### src/rtl/lls_pkg.sv
package lls_pkg;
  typedef enum logic {ST_SEARCH = 1'b0, ST_LOCKED = 1'b1} lls_state_e;

  localparam int unsigned SYNC_LEN = 4;

  // Pair expected in position k of the sync sequence (0 = oldest).
  function automatic logic [1:0] sync_pair(input int unsigned k);
    case (k)
      0:       return 2'b11;
      1:       return 2'b01;
      2:       return 2'b10;
      default: return 2'b00;
    endcase
  endfunction

  // Number of candidate positions taking part at a given speed.
  function automatic int unsigned active_count(input logic [1:0] spd);
    case (spd)
      2'd0:    return 4;
      2'd1:    return 8;
      default: return 16;
    endcase
  endfunction
endpackage

### src/rtl/lls_detect.sv
module lls_detect #(
  parameter int unsigned MAX_CH = 16
) (
  input  logic                  clk,
  input  logic                  rst_n,
  input  logic [2*MAX_CH-1:0]   rx_pairs,
  output logic [MAX_CH-1:0]     hit
);
  import lls_pkg::*;

  for (genvar g = 0; g < MAX_CH; g++) begin : g_cand
    logic [1:0] cur;
    logic [1:0] h0, h1, h2;   // h0 newest, h2 oldest
    assign cur = rx_pairs[2*g +: 2];

    always_ff @(posedge clk) begin
      if (!rst_n) begin
        h0 <= '0;
        h1 <= '0;
        h2 <= '0;
      end else begin
        h2 <= h1;
        h1 <= h0;
        h0 <= cur;
      end
    end

    assign hit[g] = (h2 == sync_pair(0)) && (h1 == sync_pair(1)) &&
                    (h0 == sync_pair(2)) && (cur == sync_pair(SYNC_LEN-1));
  end
endmodule

### src/rtl/lls_counters.sv
module lls_counters #(
  parameter int unsigned MAX_CH = 16,
  parameter int unsigned CNT_W  = 6,
  parameter int unsigned CH_W   = 4
) (
  input  logic              clk,
  input  logic              rst_n,
  input  logic [MAX_CH-1:0] hit,
  input  logic [MAX_CH-1:0] act_mask,
  input  logic              searching,
  input  logic              slot,
  input  logic [CH_W-1:0]   sel_idx,
  input  logic              clear,
  input  logic [CNT_W-1:0]  lock_thr,
  input  logic [CNT_W-1:0]  unlock_thr,
  output logic [MAX_CH-1:0] ripe,
  output logic              drop
);
  localparam logic [CNT_W-1:0] CNT_MAX = '1;

  function automatic logic [CNT_W-1:0] step_up(input logic [CNT_W-1:0] c);
    return (c == CNT_MAX) ? c : c + 1'b1;
  endfunction

  function automatic logic [CNT_W-1:0] step_down(input logic [CNT_W-1:0] c);
    return (c == '0) ? c : c - 1'b1;
  endfunction

  logic [CNT_W-1:0] cnt_arr [MAX_CH];

  for (genvar g = 0; g < MAX_CH; g++) begin : g_cnt
    logic [CNT_W-1:0] cnt_q;
    logic             count_here;
    logic             is_sel;

    assign cnt_arr[g]  = cnt_q;
    assign is_sel      = (sel_idx == CH_W'(g));
    assign count_here  = searching && hit[g] && act_mask[g];
    assign ripe[g]     = count_here && (step_up(cnt_q) >= lock_thr);

    always_ff @(posedge clk) begin
      if (!rst_n || clear) begin
        cnt_q <= '0;
      end else if (count_here) begin
        cnt_q <= step_up(cnt_q);
      end else if (slot && is_sel) begin
        if (hit[g]) cnt_q <= (cnt_q < lock_thr) ? step_up(cnt_q) : cnt_q;
        else        cnt_q <= step_down(cnt_q);
      end
    end
  end

  logic [CNT_W-1:0] sel_cnt;
  logic             sel_hit;
  assign sel_cnt = cnt_arr[sel_idx];
  assign sel_hit = hit[sel_idx];
  assign drop    = slot && !sel_hit && (step_down(sel_cnt) <= unlock_thr);
endmodule

### src/rtl/lls_ctrl.sv
module lls_ctrl #(
  parameter int unsigned MAX_CH = 16,
  parameter int unsigned CH_W   = 4
) (
  input  logic              clk,
  input  logic              rst_n,
  input  logic [MAX_CH-1:0] ripe,
  input  logic              drop,
  output logic              searching,
  output logic              slot,
  output logic              lock_event,
  output logic [CH_W-1:0]   sel_idx
);
  import lls_pkg::*;

  lls_state_e      state_q;
  logic [1:0]      phase_q;
  logic [CH_W-1:0] pick;

  // Lowest ripe index wins.
  always_comb begin
    pick = '0;
    for (int i = MAX_CH - 1; i >= 0; i--) begin
      if (ripe[i]) pick = CH_W'(i);
    end
  end

  assign searching  = (state_q == ST_SEARCH);
  assign lock_event = searching && (|ripe);
  assign slot       = (state_q == ST_LOCKED) && (phase_q == 2'd0);

  always_ff @(posedge clk) begin
    if (!rst_n) begin
      state_q <= ST_SEARCH;
      sel_idx <= '0;
      phase_q <= '0;
    end else if (lock_event) begin
      state_q <= ST_LOCKED;
      sel_idx <= pick;
      phase_q <= 2'd1;
    end else begin
      phase_q <= phase_q + 2'd1;
      if (state_q == ST_LOCKED && drop) state_q <= ST_SEARCH;
    end
  end
endmodule

### src/rtl/lane_lock_sync.sv
module lane_lock_sync #(
  parameter int unsigned MAX_CH = 16,
  parameter int unsigned CNT_W  = 6,
  localparam int unsigned CH_W  = $clog2(MAX_CH)
) (
  input  logic                clk,
  input  logic                rst_n,
  input  logic [2*MAX_CH-1:0] rx_pairs,
  input  logic [1:0]          speed_sel,
  input  logic [CNT_W-1:0]    lock_thr,
  input  logic [CNT_W-1:0]    unlock_thr,
  output logic                locked,
  output logic [CH_W-1:0]     chan_idx,
  output logic                phase_strobe
);
  import lls_pkg::*;

  logic [MAX_CH-1:0] hit;
  logic [MAX_CH-1:0] act_mask;
  logic [MAX_CH-1:0] ripe;
  logic              drop_event;
  logic              lock_event;
  logic              searching;
  logic              slot;
  logic [CH_W-1:0]   sel;

  for (genvar g = 0; g < MAX_CH; g++) begin : g_mask
    assign act_mask[g] = (int'(g) < int'(active_count(speed_sel)));
  end

  lls_detect #(.MAX_CH(MAX_CH)) u_detect (
    .clk      (clk),
    .rst_n    (rst_n),
    .rx_pairs (rx_pairs),
    .hit      (hit)
  );

  lls_counters #(.MAX_CH(MAX_CH), .CNT_W(CNT_W), .CH_W(CH_W)) u_counters (
    .clk        (clk),
    .rst_n      (rst_n),
    .hit        (hit),
    .act_mask   (act_mask),
    .searching  (searching),
    .slot       (slot),
    .sel_idx    (sel),
    .clear      (drop_event),
    .lock_thr   (lock_thr),
    .unlock_thr (unlock_thr),
    .ripe       (ripe),
    .drop       (drop_event)
  );

  lls_ctrl #(.MAX_CH(MAX_CH), .CH_W(CH_W)) u_ctrl (
    .clk        (clk),
    .rst_n      (rst_n),
    .ripe       (ripe),
    .drop       (drop_event),
    .searching  (searching),
    .slot       (slot),
    .lock_event (lock_event),
    .sel_idx    (sel)
  );

  assign locked       = !searching;
  assign chan_idx     = sel;
  assign phase_strobe = slot;
endmodule

### config.mk
export PLATFORM = sky130hd
export DESIGN_NAME = lane_lock_sync
export DESIGN_NICKNAME = d
export VERILOG_FILES = /design/src/rtl/lls_pkg.sv /design/src/rtl/lls_detect.sv /design/src/rtl/lls_counters.sv /design/src/rtl/lls_ctrl.sv /design/src/rtl/lane_lock_sync.sv
export SDC_FILE = /design/constraint.sdc
export NUM_CORES = 1
export LEC_CHECK = 0
export ABC_AREA = 1
export BUFFER_PORTS_ARGS = -buffer_cell sky130_fd_sc_hd__buf_2
export CORE_ASPECT_RATIO = 0.8
export CORE_MARGIN = 4
export CORE_UTILIZATION = 62
export CTS_CLUSTER_SIZE = 40
export DETAILED_ROUTE_END_ITERATION = 16
export PLACE_DENSITY_LB_ADDON = 0.12
export SYNTH_ARGS = -nofsm -noshare
export SYNTH_HDL_FRONTEND = slang
export SYNTH_SLANG_ARGS = --single-unit
### constraint.sdc
create_clock -name clk -period 3.8 [get_ports clk]
set_input_delay 0.95 -clock clk [delete_from_list [all_inputs] [get_ports clk]]
set_output_delay 0.95 -clock clk [all_outputs]
set_load 0.05 [all_outputs]
==> results of run 1 <==
[path summary, 6_finish.rpt]
path / from / to / slack [ns] / cells past startpoint
setup / recovery: u_ctrl.sel_idx[1] / u_counters.g_cnt[11].cnt_q[1] / 0.14 / 22
hold / removal: u_detect.g_cand[15].h1[1] / u_detect.g_cand[15].h2[1] / 0.42 / 2
setup reg to reg: u_ctrl.sel_idx[1] / u_counters.g_cnt[11].cnt_q[1] / 0.14 / 22
hold reg to reg: u_detect.g_cand[15].h1[1] / u_detect.g_cand[15].h2[1] / 0.42 / 2
[logic make-up (layout without fill, tap and decap cells)]
kind of cell	Yosys count	in the layout
AND/OR/NAND/NOR	1001	1001
AO/OA/AOI/OAI	534	534
buffers and inverters	494	609
adder cells (fa/ha/maj)	234	234
flip-flops	199	199
XOR/XNOR	57	57
multiplexers	2	2
[worst max-delay path: cells and delay by family, from the launching register on]
| kind | cells | cell delay [ns] |
|---|---|---|
| simple gates | 7 | 0.97 |
| buf+inv | 6 | 0.85 |
| compound gates | 7 | 0.82 |
| flops | 1 | 0.35 |
| fa+ha+maj | 1 | 0.29 |
| mux | 1 | 0.26 |
[cell type report]
class,count,share of cell area (%)
well taps,357,2.37
flip-flops and latches,199,21.2
clock inverters,14,1.04
inverters,432,8.74
multi-input cells,1828,58.2
repair buffers,146,6.19
clock buffers,17,2.26
[power by group through the flow]
stage | clock network [mW] | logic [mW] | registers [mW]
5_1_grt | 2.03 | 0.428 | 2.15
3_3_place_gp | 0 | 0.337 | 2.19
2_1_floorplan | 0 | 0.214 | 2.19
6_report | 1.92 | 0.382 | 2.14
4_1_cts | 1.93 | 0.356 | 2.15
3_5_place_dp | 0 | 0.355 | 2.19
[metrics by stage]
| step | worst slack, ns | TNS (ns) | total power, mW | area (sq um) | util (%) |
|---|---|---|---|---|---|
| CTS | 0.00459 | 0 | 4.44 | 18600 | 70.1 |
| finish | 0.140 | 0 | 4.44 | 18800 | 70.8 |
| floorplan | 0.0992 | 0 | 2.40 | 16900 | - |
| global placement | 0.177 | 0 | 2.53 | 18000 | 67.7 |
| global route | -0.0225 | -0.0550 | 4.61 | 18800 | 70.8 |
| detailed placement | 0.00742 | 0 | 2.55 | 18000 | 67.7 |
[cells in the final DEF (no fill, tap or decap), types with 4 or more instances in the layout]
cell and count:
sky130_fd_sc_hd__nand2_1 522, sky130_fd_sc_hd__a21oi_1 159, sky130_fd_sc_hd__buf_12 7, sky130_fd_sc_hd__o211ai_1 44, sky130_fd_sc_hd__o21ai_1 20, sky130_fd_sc_hd__clkbuf_16 20
sky130_fd_sc_hd__buf_4 78, sky130_fd_sc_hd__dfxtp_2 4, sky130_fd_sc_hd__clkinv_1 4, sky130_fd_sc_hd__a211oi_1 23, sky130_fd_sc_hd__clkinv_8 7, sky130_fd_sc_hd__dfxtp_1 194
sky130_fd_sc_hd__xor2_1 50, sky130_fd_sc_hd__inv_1 415, sky130_fd_sc_hd__nand3_1 73, sky130_fd_sc_hd__nor2_1 268, sky130_fd_sc_hd__inv_6 4, sky130_fd_sc_hd__nand4_1 59
sky130_fd_sc_hd__o2111ai_1 9, sky130_fd_sc_hd__and3_1 4, sky130_fd_sc_hd__buf_2 52, sky130_fd_sc_hd__o21ai_0 127, sky130_fd_sc_hd__nor2_2 6, sky130_fd_sc_hd__inv_2 9
sky130_fd_sc_hd__nor3b_1 9, sky130_fd_sc_hd__a31oi_1 11, sky130_fd_sc_hd__ha_1 234, sky130_fd_sc_hd__xnor2_1 7, sky130_fd_sc_hd__a21oi_2 30, sky130_fd_sc_hd__nor4_1 12
sky130_fd_sc_hd__o221ai_1 17, sky130_fd_sc_hd__nor3_1 22, sky130_fd_sc_hd__o22ai_1 61, sky130_fd_sc_hd__nand2_2 11
[registers in the layout, indices dropped and copies added, names as in the netlist]
name                    count
u_counters.g_cnt.cnt_q     96
u_detect.g_cand.h0         32
u_detect.g_cand.h1         32
u_detect.g_cand.h2         32
u_ctrl.sel_idx              4
u_ctrl.phase_q              2
u_ctrl.state_q              1
[metal layers]
| layer | track usage [%] | vias to the layer above | wire length [um] |
|---|---|---|---|
| li1 | - | 8596 | - |
| met1 | 48.0 | 8046 | 22600 |
| met2 | 51.3 | 838 | 21700 |
| met3 | 5.46 | 129 | 5230 |
| met4 | 9.27 | 0 | 1370 |
| met5 | 0 | - | 0 |
[repair_timing]
action / CTS / global route
resized for setup: 2 / 31
cloned: 0 / 5
setup buffers: 0 / 3
endpoints found under the setup margin: 34 / 100
pin swaps: 0 / 3
==> summary by stage, run 1 <==
Power
The internal power consumption is 3.17 mW. The sequential cell fraction of total power is 48.3%. The switching part of the total power is 28.7%. The clock share of power is 43.1%. Combinational logic is responsible for 8.6% of the overall power.

For this design the ratio of total power to cell area is 236 nW/um^2. The leakage power summed over all cells is 9.71 nW. In this run the power spent charging and discharging nets is 1.28 mW.

The worst vdd rail ir drop is 0.343 mV.

Synth
The register bit count reported by yosys is 199. After synthesis, the mean cell area works out to 6.72 sq um. The total number of yosys warnings is 0.

Among all flip-flop cells after synthesis, the most frequent one is sky130_fd_sc_hd__dfxtp_1. The adder and majority cell fraction of the synthesized area is 17.3%. The fraction of the mapped netlist area in compound gates is 19.3%. After synthesis, the largest area contributor takes up 23.5% of total cell area. Yosys mapped a number of flops with a built-in enable equal to 0. Of the total synthesized cell area, the portion taken by AND, OR, NAND and NOR gates is 24.9%. The portion of netlist area occupied by mux cells is 0.126%. The netlist area before placement is 16900 sq um.

The async set-reset flop share out of synthesis is 0%. In the synthesized netlist, the number of instances is 2521. Yosys attributes the largest share of cell area to sky130_fd_sc_hd__dfxtp_1 24%, sky130_fd_sc_hd__ha_1 17%, sky130_fd_sc_hd__nand2_1 12%.

Of all cell types, the one taking the most synthesized area is sky130_fd_sc_hd__dfxtp_1. After synthesis, the largest family of logic cells by area is simple AND/OR/NAND/NOR gates. The parity-gate share of the synthesized area counting xor and xnor cells is 2.95%. The total nets after synthesis is 2803. The proportion of synthesized chip area in sequential cells is 23.5%. The commonest cells after synthesis are 523 x sky130_fd_sc_hd__nand2_1, 415 x sky130_fd_sc_hd__inv_1, 269 x sky130_fd_sc_hd__nor2_1, 234 x sky130_fd_sc_hd__ha_1, 199 x sky130_fd_sc_hd__dfxtp_1. sky130_fd_sc_hd__nand2_1 is the most common cell in the netlist.

The distinct cell type count after synthesis is 58.

Critical path
The biggest fanout along the worst timing path is 20. The cell with the biggest individual delay on the critical path is sky130_fd_sc_hd__dfxtp_2. In this design, the stage delay of the slowest critical-path cell is 0.35 ns. STA puts the critical path data arrival time at 3.99 ns. Walking the worst path, the cells encountered are inv_1 > nor2_4 > inv_6 > buf_4 > o22ai_1 > o21ai_0 > nand4_1 > nand2_2 > inv_1 > nand3_2 > mux2i_1 > ha_1 > inv_1 > o21bai_1 > a21o_1 > a21oi_1 > nor2_1 > o22ai_1 > nand4_2 > nand2_8 > clkbuf_16 > a21oi_1. STA puts the critical path data required time at 4.13 ns. The cell that appears most often on the critical path is sky130_fd_sc_hd__inv_1. STA classifies the critical path startpoint as a flip-flop. The critical path is of the flip-flop to flip-flop type. The worst setup path is captured at a flip-flop.

Floorplan
The initial utilization of the core area, before any placement, comes to 63.7%. The number of rows created at floorplan is 53. 54 I/O pins were placed. The die is 156 um tall.

The placeable core area is 26600 sq um. The die is 193 um wide. The die outline area is 30000 sq um.

Timing
Setup violations remaining at the end of the flow were counted as 0. The number of hold violations in the final report is 0. The routed design could run at a clock period as short as 3.66 ns. Headroom to the max-slew limit came out at 36.3%. The actual slew at the worst max-slew pin is 0.947 ns. The highest attainable clock frequency is 0.273 GHz. The tightest hold path in the finished design has a slack of 0.420 ns. The clock skew after layout is 0.0205 ns. The final-report max-slew violation count is 0. After layout, the worst path uses 96.3% of the clock period.

Final layout
The flip-flop and latch area is 3990 sq um. In the final layout, the multi-input gates occupy 11000 sq um. The net total in the final layout is 2906. Compared with the post-synthesis result, the final layout area differs by 11.2%. The fill cell instance count of the final layout is 2226. Once layout is complete, the cells apart from fillers number 2993. The post-route netlist has 9.86% of its cells at a drive strength greater than 1. The total inserted antenna cells is 0.

Routing
For this block, the routed nets add up to 50900 um of wire. In the final routed layout, each cell accounts on average for 17.0 um. The total via count after detailed routing is 17600. The post-route antenna net violation count is 0.

The iteration count of the initial detailed-routing pass is 6. The per-cell via count in the routed design is 5.88. After the first detailed-routing iteration, the DRC count stood at 1784. The post-route DRC violation count is 0.

Flow run
The tool flagged a number of max-cap violations equal to 0.

Clock network
The H-tree generated during clock tree synthesis spans 4 levels. The root buffer cell chosen for the clock tree is sky130_fd_sc_hd__clkbuf_16. The clock insertion delay at the later pin of the skew report is 0.46 ns. Buffers inserted during clock tree synthesis total 17. The hold buffer count at CTS is 0. The number of sinks on the clock net is 199. The clock transition at the registers of the reported paths is 0.09 ns. No sink is reached through more buffers than the 2 on the longest clock path. TritonCTS built the clock tree.

Place
The count of buffers added on input and output ports is 53. At the end of routability-driven placement, the weighted congestion stood at 0.990. The detailed-placement wirelength estimate is 37700 um. Counting tap cells, the placed design contains a total of 2954 instances.

Global route
The global-route wire length before repair is 81300 um. The number of global-route vias before repair came to 16100. The global-route usage over all layers is 33.2%.

The initial antenna violation count is 0. After global routing the overflow that remains totals 0. The pin count of the biggest net entering global routing is 55.

Outcome
The flow ran to the end, and the final reports show no timing, DRC or antenna violations.

Worst hold path
The type of the tightest min-delay check is flip-flop to flip-flop.
Power figures use the tool's default switching activity.
==> run 2: changes to the inputs <==
Settings changed: ABC_AREA 1 to not set.
==> run 2 against run 1 <==
The flow now finishes with violations (setup timing); core utilization rose by 4.3 points; largest power group unchanged; worst setup slack got worse by 0.49 ns; critical path depth fell by 6; final cell count fell by 10%; routed wire length rose by 4.1%; highest routed layer unchanged; fmax fell by 12%.
==> summary by stage, run 2 <==
Critical path
The terminus of the critical flop-to-flop path was u_counters.g_cnt[14].cnt_q[3] (was u_counters.g_cnt[11].cnt_q[1]). The launching element type of the critical path is a flip-flop (unchanged). The register-to-register setup slack is -0.35 ns (was 0.14 ns). The start of the worst register-to-register path is u_ctrl.sel_idx[0] (was u_ctrl.sel_idx[1]). The worst path required time is 4.15 ns (was 4.13 ns). The data arrival at the endpoint of the critical path is 4.51 ns (was 3.99 ns). The critical path start-end classification is flip-flop to flip-flop (unchanged). The depth of the most critical reg-to-reg path was 16 (was 22).

The category of the worst setup path capture point is a flip-flop (unchanged). The biggest fanout along the worst timing path was 15 (was 20).

Final layout
The post-synthesis to final-layout area growth is 18.1% (was 11.2%). The non-filler instance count after layout came to 2687 (was 2993). The most common library cell in the layout ignoring fill and taps was sky130_fd_sc_hd__ha_1 (was sky130_fd_sc_hd__nand2_1). The net total in the final layout is 2597 (was 2906). Most frequent cells in the layout: 233 x sky130_fd_sc_hd__ha_1, 216 x sky130_fd_sc_hd__buf_4, 196 x sky130_fd_sc_hd__dfxtp_1 (was 522 x sky130_fd_sc_hd__nand2_1, 415 x sky130_fd_sc_hd__inv_1, 268 x sky130_fd_sc_hd__nor2_1). The cell area after layout is 20000 sq um (was 18800 sq um). The flip-flop count of the largest register after layout is 96 (unchanged). The ratio of cells with drive above 1 in the final layout is 18.7% (was 9.86%). The register ranked first by flip-flop count is u_counters.g_cnt.cnt_q (unchanged). The fill cell instance count of the final layout is 1993 (was 2226).

Timing
Setup repair after global routing could not meet its margin everywhere. The actual slew at the worst max-slew pin is 0.774 ns (was 0.947 ns). The share of the cycle needed by the critical path after routing came to 109% (was 96.3%). The highest attainable clock frequency is 0.241 GHz (was 0.273 GHz). The setup violation total in the final timing report came to 97 (was 0).

The final critical path time including I/O delays and setup is 4.15 ns (was 3.66 ns). The worst setup slack after layout is -0.355 ns (was 0.140 ns). The relative slew slack was 48.0% (was 36.3%). The number of hold violations in the final report came to 0 (unchanged). The clock skew after layout is 0.0142 ns (was 0.0205 ns). The final-report max-slew violation count came to 0 (unchanged).

Clock network
The clock insertion delay at the later pin of the skew report is 0.47 ns (was 0.46 ns). The cell chosen for the clock root is sky130_fd_sc_hd__clkbuf_16 (unchanged). The number of sinks on the clock net came to 199 (unchanged). The number of levels in the clock H-tree came to 4 (unchanged). The maximum count of clock buffers along a single path is 2 (unchanged). The clock transition at the registers of the reported paths is 0.09 ns (about the same).

The number of clock buffers inserted by TritonCTS is 17 (unchanged). The hold buffer count at CTS is 0 (unchanged). The CTS tree is done (unchanged).

Place
The weighted congestion reported at the end of routability-driven placement is 0.995 (was 0.990). The placed standard-cell area is 19000 sq um (was 18000 sq um). The cell total after placement is 2634 (was 2954).

The detailed-placement wirelength estimate was 40300 um (was 37700 um). The number of buffer cells added on primary ports is 53 (unchanged).

Floorplan
The width of the chip is 193 um (about the same). The overall die height was 156 um (about the same). The die outline area was 30000 sq um (about the same). The number of rows created at floorplan is 53 (unchanged). The count of boundary I/O pins came to 54 (unchanged). The placeable core area is 26600 sq um (unchanged). The effective utilization at floorplan is 63.6% (was 63.7%).

Synth
The distinct cell type count after synthesis is 80 (was 58). The total nets after synthesis is 2396 (was 2803). Top cells by area, synth: sky130_fd_sc_hd__dfxtp_1 24%, sky130_fd_sc_hd__ha_1 17%, sky130_fd_sc_hd__a21oi_1 5.1% (was sky130_fd_sc_hd__dfxtp_1 24%, sky130_fd_sc_hd__ha_1 17%, sky130_fd_sc_hd__nand2_1 12%). The total number of yosys warnings was 0 (unchanged). The cell with the most instances after synthesis is sky130_fd_sc_hd__ha_1 (was sky130_fd_sc_hd__nand2_1). The largest area contributor in the netlist is sky130_fd_sc_hd__dfxtp_1 (unchanged).

The async set-reset flop share out of synthesis is 0% (unchanged). The synthesized netlist cell count is 2114 (was 2521). The register bit count reported by yosys came to 199 (unchanged). The proportion of synthesized chip area in sequential cells is 23.6% (was 23.5%).

The count of flip-flops with a built-in enable after synthesis is 0 (unchanged). The synthesized area per cell is 8.00 sq um (was 6.72 sq um). Leading cell types by count after synthesis: 234 x sky130_fd_sc_hd__ha_1, 199 x sky130_fd_sc_hd__dfxtp_1, 191 x sky130_fd_sc_hd__nor2_1, 172 x sky130_fd_sc_hd__a21oi_1, 152 x sky130_fd_sc_hd__o21ai_0 (was 523 x sky130_fd_sc_hd__nand2_1, 415 x sky130_fd_sc_hd__inv_1, 269 x sky130_fd_sc_hd__nor2_1, 234 x sky130_fd_sc_hd__ha_1, 199 x sky130_fd_sc_hd__dfxtp_1). The netlist area before placement is 16900 sq um (about the same). The fraction of post-synthesis cell area in the top cell type by area is 23.6% (was 23.5%). The leading register cell type out of synthesis is sky130_fd_sc_hd__dfxtp_1 (unchanged).

Routing
The post-route DRC violation count was 0 (unchanged). The final wirelength was 53000 um (was 50900 um). The detailed-route wire length per cell is 19.7 um (was 17.0 um). The iteration count of the initial detailed-routing pass is 5 (was 6).

The post-route antenna net violation count is 0 (unchanged). The first-iteration detailed-routing DRC count came to 1738 (was 1784). The total via count after detailed routing is 17100 (was 17600). The per-cell via count in the routed design is 6.36 (was 5.88).

Global route
The residual overflow from global routing was 0 (unchanged). The initial antenna violation count came to 3 (was 0). The pin count of the biggest net entering global routing is 56 (was 55). The global-route wire length before repair is 84000 um (was 81300 um).

The number of global-route vias before repair is 15900 (was 16100). The global-route usage over all layers came to 34.9% (was 33.2%).

Worst hold path
The end of the worst hold path was u_detect.g_cand[6].h2[0] (was u_detect.g_cand[15].h2[1]). The hold path startpoint is u_detect.g_cand[6].h1[0] (was u_detect.g_cand[15].h1[1]). The number of stages on the worst hold path is 1 (was 2). The type of the tightest min-delay check is flip-flop to flip-flop (unchanged).

Outcome
The final reports fail on setup timing. Outcome: finished with violations (was completed).

Power
The total power draw is 4.44 mW (about the same). The power per standard cell area is 222 nW/um^2 (was 236 nW/um^2). The leakage power summed over all cells is 9.05 nW (was 9.71 nW). The worst vdd rail ir drop is 0.338 mV (was 0.343 mV).

Flow run
The count of maximum capacitance violations is 0 (unchanged).
==> run 2: cell types whose count changed in the layout (fill, tap and decap cells not counted), moves of 39 or more <==
cell / change
sky130_fd_sc_hd__and2_1: +108
sky130_fd_sc_hd__nor2_1: -77
sky130_fd_sc_hd__o22ai_1: -54
sky130_fd_sc_hd__nor2b_1: +41
sky130_fd_sc_hd__nand2_1: -371
sky130_fd_sc_hd__buf_4: +138
sky130_fd_sc_hd__a21o_1: +39
sky130_fd_sc_hd__inv_1: -342
==> run 2: how the worst max path moves through the flow <==
stage	from	end	slack [ns]	cells past startpoint
global placement	u_ctrl.sel_idx[0]	u_counters.g_cnt[10].cnt_q[5]	-0.29	16
detailed placement	u_ctrl.sel_idx[0]	u_counters.g_cnt[10].cnt_q[5]	-0.38	16
global route	u_ctrl.sel_idx[0]	u_counters.g_cnt[14].cnt_q[3]	-0.48	18
finish	u_ctrl.sel_idx[0]	u_counters.g_cnt[14].cnt_q[3]	-0.35	16
floorplan	u_ctrl.sel_idx[1]	u_counters.g_cnt[8].cnt_q[0]	-0.33	19
CTS	u_ctrl.sel_idx[0]	u_counters.g_cnt[13].cnt_q[3]	-0.29	16
==> run 2: through the flow <==
| step | hold WS (ns) | worst slack (ns) | setup TNS (ns) | util [%] |
|---|---|---|---|---|
| after floorplan | 0.420 | -0.331 | -28.92 | - |
| after global placement | 0.424 | -0.294 | -23.42 | 71.4 |
| after detailed placement | 0.436 | -0.381 | -31.22 | 71.4 |
| after CTS | 0.457 | -0.287 | -22.46 | 74.1 |
| after global routing | 0.475 | -0.476 | -41.24 | 75.1 |
| final | 0.454 | -0.355 | -29.19 | 75.1 |
==> run 2: timing repair <==
action | 4_1_cts | 5_1_grt
endpoints found under the setup margin | 101 | 103
gates resized for setup | 7 | 37
gates cloned | 0 | 3
setup buffers | 6 | 10
pin swaps | 1 | 9
==> run 2: power breakdown <==
group          switching [mW]  internal, mW
Sequential             0.0165          2.12
Combinational           0.200         0.159
Clock                    1.02         0.918
Total                    1.24          3.20
==> run 2: critical path, stage by stage, from the launching register on <==
cell and delay, ns:
sky130_fd_sc_hd__dfxtp_4 0.39, sky130_fd_sc_hd__buf_12 0.14, sky130_fd_sc_hd__mux4_2 0.52, sky130_fd_sc_hd__mux4_2 0.50, sky130_fd_sc_hd__or2_4 0.28, sky130_fd_sc_hd__nor3_4 0.21
sky130_fd_sc_hd__mux2i_1 0.23, sky130_fd_sc_hd__ha_1 0.26, sky130_fd_sc_hd__nor2b_1 0.13, sky130_fd_sc_hd__o21a_1 0.16, sky130_fd_sc_hd__o21a_1 0.17, sky130_fd_sc_hd__o21ai_2 0.15
sky130_fd_sc_hd__a21oi_2 0.09, sky130_fd_sc_hd__o41ai_4 0.29, sky130_fd_sc_hd__buf_6 0.26, sky130_fd_sc_hd__buf_12 0.17, sky130_fd_sc_hd__a21oi_1 0.06
==> run 2: area by class of cell <==
class / count / area (sq um) / share of cell area (%)
Antenna cell: 2 / 5.00 / 0.0251
Clock buffer: 17 / 425 / 2.13
Clock inverter: 15 / 209 / 1.05
Inverter: 76 / 285 / 1.43
Multi-Input combinational cell: 1729 / 12300 / 61.7
Sequential cell: 199 / 3990 / 20.0
Tap cell: 357 / 447 / 2.24
Timing Repair Buffer: 292 / 2280 / 11.4
==> run 2: layer usage <==
metal	vias to the layer above	share of wire (%)	GRT usage [%]
met4	0	3.9	12.7
met3	172	10	8.21
li1	8095	-	-
met5	-	0	0
met2	849	44	54.7
met1	7978	42	47.1
==> run 2: cell families (layout without fill, tap and decap cells) <==
| kind of cell | Yosys count | in the layout | share of synthesized area (%) |
|---|---|---|---|
| AOI/OAI and AO/OA | 582 | 582 | 21.6 |
| xor gates and xnor gates | 38 | 38 | 1.97 |
| adders and majority gates | 234 | 234 | 17.3 |
| buffers and inverters | 186 | 400 | 4.37 |
| DFF | 199 | 199 | 23.6 |
| muxes | 62 | 62 | 6.19 |
| other | 0 | 2 | 0 |
| and+or+nand+nor | 813 | 813 | 25.0 |
